<file path="config.mk">
export PLATFORM = sky130hd
export DESIGN_NAME = cstrip_seg_finder
export DESIGN_NICKNAME = d
export VERILOG_FILES = /design/src/rtl/csf_pkg.sv /design/src/rtl/csf_ds_merge.sv /design/src/rtl/csf_pat_scan.sv /design/src/rtl/csf_seg_select.sv /design/src/rtl/cstrip_seg_finder.sv
export SDC_FILE = /design/constraint.sdc
export NUM_CORES = 2
export LEC_CHECK = 0
export BUFFER_PORTS_ARGS = -buffer_cell sky130_fd_sc_hd__buf_2
export CAP_MARGIN = 5
export CORE_ASPECT_RATIO = 1.5
export CORE_UTILIZATION = 40
export DETAILED_ROUTE_END_ITERATION = 8
export PLACE_DENSITY = 0.63
export SLEW_MARGIN = 20
export SYNTH_ARGS = -nofsm -noshare
export SYNTH_HDL_FRONTEND = slang
export SYNTH_SLANG_ARGS = --single-unit
</file>
<file path="constraint.sdc">
create_clock -name clk -period 2.83 [get_ports clk]
set_clock_uncertainty 0.2 [all_clocks]
set_input_delay 0.283 -clock clk [delete_from_list [all_inputs] [get_ports clk]]
set_output_delay 0.283 -clock clk [all_outputs]
set_load 0.02 [all_outputs]
</file>
<file path="src/rtl/csf_pkg.sv">
package csf_pkg;

    localparam int NLAY = 6;

    typedef enum logic [1:0] {
        ST_IDLE  = 2'd0,
        ST_ARMED = 2'd1,
        ST_DEAD  = 2'd2
    } fsm_t;

    typedef struct packed {
        logic [2:0] lay;
        logic [2:0] pat;
    } pick_t;

    // bit 0: offset -1, bit 1: offset 0, bit 2: offset +1
    function automatic logic [2:0] pat_cols(input int p, input int l);
        logic [2:0] m;
        int q;
        q = (p > 4) ? 8 - p : p;
        case (q)
            1: begin
                case (l)
                    0, 1:    m = 3'b001;
                    2:       m = 3'b011;
                    3:       m = 3'b010;
                    4:       m = 3'b110;
                    default: m = 3'b100;
                endcase
            end
            2: m = (l < 4) ? 3'b010 : 3'b100;
            3: begin
                case (l)
                    0, 1:    m = 3'b001;
                    2:       m = 3'b011;
                    default: m = 3'b010;
                endcase
            end
            default: m = 3'b010;
        endcase
        if (p > 4) m = {m[0], m[1], m[2]};
        return m;
    endfunction

    function automatic logic [5:0] rank_score(input pick_t pk, input logic is_ds);
        int bend;
        if (pk.lay == 3'd0) return 6'd0;
        bend = (pk.pat > 3'd4) ? int'(pk.pat) - 4 : 4 - int'(pk.pat);
        return {pk.lay, ~is_ds, 2'(3 - bend)};
    endfunction

    function automatic logic too_close(input int ka, input logic da,
                                       input int kb, input logic db);
        int a;
        int b;
        int diff;
        a = ka;
        b = kb;
        if (da != db) begin
            if (!da) a = ka / 4;
            if (!db) b = kb / 4;
        end
        diff = (a > b) ? a - b : b - a;
        return diff < 2;
    endfunction

endpackage

</file>
<file path="src/rtl/csf_ds_merge.sv">
module csf_ds_merge import csf_pkg::*; #(
    parameter int N_HS = 32,
    localparam int N_DS = N_HS / 4
) (
    input  logic [NLAY*N_HS-1:0] hs_i,
    output logic [NLAY*N_DS-1:0] ds_o
);
    for (genvar l = 0; l < NLAY; l++) begin : g_lay
        for (genvar j = 0; j < N_DS; j++) begin : g_ds
            assign ds_o[l*N_DS + j] = |hs_i[l*N_HS + 4*j +: 4];
        end
    end
endmodule

</file>
<file path="src/rtl/csf_pat_scan.sv">
module csf_pat_scan import csf_pkg::*; #(
    parameter int W = 32,
    localparam int WP = W + 2
) (
    input  logic [NLAY*W-1:0] bits_i,
    output pick_t             pick_o [W]
);
    logic [NLAY*WP-1:0] pad;

    for (genvar l = 0; l < NLAY; l++) begin : g_pad
        assign pad[l*WP +: WP] = {1'b0, bits_i[l*W +: W], 1'b0};
    end

    for (genvar k = 0; k < W; k++) begin : g_key
        always_comb begin
            pick_t      best;
            int         p;
            logic [2:0] cnt;
            logic [2:0] m;
            logic       hit;
            best = '0;
            // straightest shapes are visited first; only a strictly larger count replaces
            for (int d = 0; d < 4; d++) begin
                for (int s = 0; s < 2; s++) begin
                    p   = (s == 0) ? 4 - d : 4 + d;
                    cnt = 3'd0;
                    if (!(d == 0 && s == 1)) begin
                        for (int l = 0; l < NLAY; l++) begin
                            m   = pat_cols(p, l);
                            hit = 1'b0;
                            for (int c = 0; c < 3; c++) begin
                                hit = hit | (m[c] & pad[l*WP + k + c]);
                            end
                            cnt = cnt + {2'b00, hit};
                        end
                        if (cnt > best.lay) begin
                            best.lay = cnt;
                            best.pat = 3'(p);
                        end
                    end
                end
            end
            pick_o[k] = best;
        end
    end
endmodule

</file>
<file path="src/rtl/csf_seg_select.sv">
module csf_seg_select import csf_pkg::*; #(
    parameter int N_HS     = 32,
    parameter int N_DS     = 8,
    parameter int KW       = 5,
    parameter int CONF_LAY = 4
) (
    input  pick_t          hs_i [N_HS],
    input  pick_t          ds_i [N_DS],
    output pick_t          fst_o,
    output logic [KW-1:0]  fst_key_o,
    output logic           fst_ds_o,
    output logic           fst_vld_o,
    output pick_t          snd_o,
    output logic [KW-1:0]  snd_key_o,
    output logic           snd_ds_o,
    output logic           snd_vld_o
);
    always_comb begin
        logic [5:0] bsc;
        logic [5:0] sc;
        bsc       = 6'd0;
        fst_o     = '0;
        fst_key_o = '0;
        fst_ds_o  = 1'b0;
        for (int k = 0; k < N_HS; k++) begin
            sc = rank_score(hs_i[k], 1'b0);
            if (sc > bsc) begin
                bsc = sc; fst_o = hs_i[k]; fst_key_o = KW'(k); fst_ds_o = 1'b0;
            end
        end
        for (int j = 0; j < N_DS; j++) begin
            sc = rank_score(ds_i[j], 1'b1);
            if (sc > bsc) begin
                bsc = sc; fst_o = ds_i[j]; fst_key_o = KW'(j); fst_ds_o = 1'b1;
            end
        end
        fst_vld_o = (int'(fst_o.lay) >= CONF_LAY);
    end

    always_comb begin
        logic [5:0] bsc;
        logic [5:0] sc;
        bsc       = 6'd0;
        snd_o     = '0;
        snd_key_o = '0;
        snd_ds_o  = 1'b0;
        for (int k = 0; k < N_HS; k++) begin
            sc = rank_score(hs_i[k], 1'b0);
            if (sc > bsc && !too_close(k, 1'b0, int'(fst_key_o), fst_ds_o)) begin
                bsc = sc; snd_o = hs_i[k]; snd_key_o = KW'(k); snd_ds_o = 1'b0;
            end
        end
        for (int j = 0; j < N_DS; j++) begin
            sc = rank_score(ds_i[j], 1'b1);
            if (sc > bsc && !too_close(j, 1'b1, int'(fst_key_o), fst_ds_o)) begin
                bsc = sc; snd_o = ds_i[j]; snd_key_o = KW'(j); snd_ds_o = 1'b1;
            end
        end
        snd_vld_o = fst_vld_o && (int'(snd_o.lay) >= CONF_LAY);
    end
endmodule

</file>
<file path="src/rtl/cstrip_seg_finder.sv">
module cstrip_seg_finder import csf_pkg::*; #(
    parameter int N_HS     = 32,
    parameter int PRE_LAY  = 2,
    parameter int CONF_LAY = 4,
    parameter int DEAD_BX  = 9
) (
    input  logic                      clk,
    input  logic                      rst_n,
    input  logic [NLAY*N_HS-1:0]      hs_i,
    output logic                      seg0_vld,
    output logic [1:0]                seg0_qual,
    output logic [2:0]                seg0_pat,
    output logic [$clog2(N_HS)-1:0]   seg0_key,
    output logic                      seg0_ds,
    output logic                      seg1_vld,
    output logic [1:0]                seg1_qual,
    output logic [2:0]                seg1_pat,
    output logic [$clog2(N_HS)-1:0]   seg1_key,
    output logic                      seg1_ds
);
    localparam int N_DS = N_HS / 4;
    localparam int KW   = $clog2(N_HS);
    localparam int DW   = $clog2(DEAD_BX + 1);

    logic [NLAY*N_DS-1:0] ds_bits;
    pick_t                hs_pick [N_HS];
    pick_t                ds_pick [N_DS];
    pick_t                fst, snd;
    logic [KW-1:0]        fst_key, snd_key;
    logic                 fst_ds, snd_ds, fst_vld, snd_vld;
    logic                 pre_hit;
    fsm_t                 st, nxt;
    logic [DW-1:0]        dcnt;

    csf_ds_merge #(.N_HS(N_HS)) u_merge (
        .hs_i (hs_i),
        .ds_o (ds_bits)
    );

    csf_pat_scan #(.W(N_HS)) u_scan_hs (
        .bits_i (hs_i),
        .pick_o (hs_pick)
    );

    csf_pat_scan #(.W(N_DS)) u_scan_ds (
        .bits_i (ds_bits),
        .pick_o (ds_pick)
    );

    csf_seg_select #(
        .N_HS(N_HS), .N_DS(N_DS), .KW(KW), .CONF_LAY(CONF_LAY)
    ) u_sel (
        .hs_i      (hs_pick),
        .ds_i      (ds_pick),
        .fst_o     (fst),
        .fst_key_o (fst_key),
        .fst_ds_o  (fst_ds),
        .fst_vld_o (fst_vld),
        .snd_o     (snd),
        .snd_key_o (snd_key),
        .snd_ds_o  (snd_ds),
        .snd_vld_o (snd_vld)
    );

    assign pre_hit = (int'(fst.lay) >= PRE_LAY);

    always_comb begin
        nxt = st;
        unique case (st)
            ST_IDLE:  if (pre_hit) nxt = ST_ARMED;
            ST_ARMED: nxt = fst_vld ? ST_DEAD : ST_IDLE;
            ST_DEAD:  if (dcnt == '0) nxt = ST_IDLE;
            default:  nxt = ST_IDLE;
        endcase
    end

    // state register with the dead-time counter
    always_ff @(posedge clk or negedge rst_n) begin
        if (!rst_n) begin
            st   <= ST_IDLE;
            dcnt <= '0;
        end else begin
            st <= nxt;
            if (st == ST_ARMED && fst_vld) dcnt <= DW'(DEAD_BX - 1);
            else if (st == ST_DEAD && dcnt != '0) dcnt <= dcnt - 1'b1;
        end
    end

    // output register
    always_ff @(posedge clk or negedge rst_n) begin
        if (!rst_n) begin
            seg0_vld  <= 1'b0; seg0_qual <= '0; seg0_pat <= '0; seg0_key <= '0; seg0_ds <= 1'b0;
            seg1_vld  <= 1'b0; seg1_qual <= '0; seg1_pat <= '0; seg1_key <= '0; seg1_ds <= 1'b0;
        end else begin
            seg0_vld <= (st == ST_ARMED) && fst_vld;
            seg1_vld <= (st == ST_ARMED) && snd_vld;
            if (st == ST_ARMED) begin
                seg0_qual <= 2'(fst.lay - 3'd3);
                seg0_pat  <= fst.pat;
                seg0_key  <= fst_key;
                seg0_ds   <= fst_ds;
                seg1_qual <= 2'(snd.lay - 3'd3);
                seg1_pat  <= snd.pat;
                seg1_key  <= snd_key;
                seg1_ds   <= snd_ds;
            end
        end
    end
endmodule

</file>
==> run_results.csv <==
group,metric,value,unit
outcome,status,"finished, violations left",
outcome,violations,"design-rule violations, negative setup slack",
setup_path,crit_end,"seg1_pat[2]",
timing,tightest_slew,1220,ps
setup_path,reg2reg_from,"dcnt[0]",
timing,worst_slack,-131640,ps
drt,drc,26,
drt,dr_wl_met2,199,mm
setup_path,cpMaxStageDelayCell,"fa_2",
cts,cts.sinks,30,
synthesis,synth-edff-count,0,
cts,clkLatencyLatePin,270,ps
grt,grt_pass1_vias,112380,
synthesis,yosysUniqueCellTypes,132,
synthesis,synthesis.nets,13068,
timing,fin_crit_sh,4750,%
setup_path,critical_path_class,"input pin to flip-flop",
die,num_rows,202,
synthesis,yosysWarnings,0,
die,core,202000,um^2
drt,dr.pass1.iters,9,
setup_path,critPathArrivalTime,134420,ps
grt,grt-ovfl-total,0,
setup_path,worstReg2RegEnd,"dcnt[3]",
drt,drtIter0Drc,6709,
synthesis,synth_async_sr_flop_share,100,%
die,num_io_pins,218,
die,die_w,370,um
timing,hold-worst-slack,276,ps
place,place_area,122000,um^2
synthesis,synth.area.top_cells,"ha_1, fa_1, inv_1",
cts,numCtsBuffers,5,
cells_and_area,num-nets-final,18284,
synthesis,syn-instance-count,10853,
die,die_y,554,um
place,portBuffers,217,
setup_path,critPathMaxStageDelay,560,ps
cells_and_area,fin_util,64.5,%
setup_path,crit_path_max_fanout,9,
synthesis,ys_ff_latch,30,
cts,ctsRootBufferMaster,"clkbuf_16",
setup_path,crit_start,"hs_i[0]",
die,dieArea,205000,um^2
setup_path,r2r_slack,1030,ps
timing,fin_crit,134470,ps
grt,grtUsageTotal,37.9,%
drt,wl_met1,138,mm
cells_and_area,n_fill_cell,17727,
drt,num_vias,106538,
place,post-dp-hpwl,343,mm
drt,totalWireLength,404,mm
setup_path,cp_common_cell,"buf_4",
die,initial_core_util,40.3,%
setup_path,start_kind,"input pin",
drt,viasPerCell,5.69,
cells_and_area,fin_area,130000,um^2
synthesis,yosysTopAreaCell,"ha_1",
timing,clock.fmax,0.00744,GHz
grt,grt_max_degree,34,
synthesis,ys_seq_area_share,0.924,%
synthesis,synth_top_area_share,20.8,%
timing,finalSetupViolCount,30,
setup_path,crit_required,2780,ps
setup_path,cp-end-kind,"flip-flop",
grt,grt_pass1_wl,611,mm
synthesis,synth_flop_cell,"dfrtp_1",
drt,routedWlPerCell,21.6,um
synthesis,avgSynthCellArea,7.48,um^2
cells_and_area,syn_to_final_growth,60.1,%
timing,finalHoldViolations,0,
timing,rsz0062_at_grt,"true",
drt,drtAntennaViolNets,0,
setup_path,reg2regPathDepth,6,
cts,cts_tree,"done",
cts,cts_buffer_depth,2,
cells_and_area,layout-drive-gt1-share,41.2,%
cts,path_clk_slew,50,ps
cts,htree_levels,2,
synthesis,synth.top_cells.by_count,"ha_1, inv_1, nand2_1",
hold_path,hp-class,"flip-flop to flip-flop",
grt,antenna_found_initial,27,
drt,wl_met3,22.2,mm
drt,top_layer,"met5",
timing,finalMaxSlewViolations,0,
synthesis,syn_area,81200,um^2
run,cap_violations,0,
timing,slew_headroom,17.6,%
place,globalplace.congestion,1.07,
-- metrics by stage --
step / cells / setup TNS (ps) / setup WS, ps
floorplan: 10853 / -2786160 / -132280
global placement: 18178 / -2703800 / -129060
detailed placement: 18178 / -2808970 / -134180
CTS: 18550 / -2674820 / -128260
global route: 18726 / -2893720 / -138340
finish: 18737 / -2759020 / -131640
-- routing by layer --
metal  global-route usage [%]  vias to the layer above
met5                        0                        -
met4                     33.5                       22
met3                     5.48                     1814
met2                     68.6                     3961
met1                     37.3                    50917
li1                         -                    49824
-- critical path, delay by kind of cell --
kind | cells | cell delay (ps)
buffers and inverters | 204 | 26410
AOI/OAI and AO/OA | 516 | 81450
and+or+nand+nor | 273 | 32300
adders and majority gates | 101 | 25860
muxes | 18 | 5020
-- worst min-delay path by stage --
stage	startpoint	endpoint	slack [ps]	cells past startpoint
after floorplan	rst_n	dcnt[0]	-210	0
final	seg0_key[0]	seg0_key[0]	280	2
after global placement	rst_n	seg1_key[1]	120	1
after CTS	seg0_key[0]	seg0_key[0]	280	2
after detailed placement	rst_n	seg1_pat[2]	150	1
after global routing	seg0_key[4]	seg0_key[4]	310	2
-- cell usage in the layout, fill, tap and decap left out, types with 61 or more instances in the layout --
cell type / n
o31ai_1: 61
ha_4: 87
nand2b_1: 152
a21oi_2: 90
o21a_1: 299
o211ai_1: 122
or2_2: 112
a21o_1: 185
nor3_1: 120
nand3_1: 268
and3_1: 95
inv_1: 1324
nand3b_1: 80
nand2_1: 850
a21oi_1: 654
and2_1: 119
buf_6: 91
o21ai_0: 525
a211oi_1: 118
nor2b_1: 239
mux2i_1: 198
buf_2: 215
mux2_2: 107
ha_1: 1239
nor2_1: 758
a31oi_1: 154
o21ai_2: 70
o21ai_1: 120
buf_4: 5098
a21boi_0: 68
nand4_1: 92
fa_1: 666
-- kinds of logic (layout without fill, tap and decap cells) --
group,after synthesis,after routing,share of synthesized area [%]
fa+ha+maj,2021,2021,37.3
simple gates,3340,3340,20.3
compound gates,3441,3443,28.8
xor+xnor,50,50,0.539
flops,30,30,0.924
other cells,0,16,0
mux,347,347,4.50
buf+inv,1624,6838,7.63
-- flip-flops by register name, summed over array words and instances (netlist names) --
signal	count
seg0_qual	2
seg0_ds	1
seg1_ds	1
seg0_vld	1
seg1_pat	3
seg1_key	5
st	2
dcnt	4
seg1_vld	1
seg1_qual	2
seg0_pat	3
seg0_key	5
-- layout make-up --
class	instances	area, um^2	share of cell area [%]
Tap cell	2652	3320	2.55
Sequential cell	30	751	0.577
Clock buffer	5	125	0.0962
Clock inverter	2	10.0	0.00770
Inverter	1373	5190	3.99
Timing Repair Buffer	5458	41400	31.9
Antenna cell	16	40.0	0.0308
Multi-Input combinational cell	9201	79100	60.9
-- timing repair --
action,CTS,global route
gates cloned,4,1
endpoints found under the hold margin,30,0
setup buffers,362,176
pin swaps,356,312
hold buffers,1,0
gates resized for setup,417,429
endpoints found under the setup margin,30,30
Power is left out: the tool's default activity adds up to more than one toggle a clock period on the data nets, which glitch-free logic cannot reach.
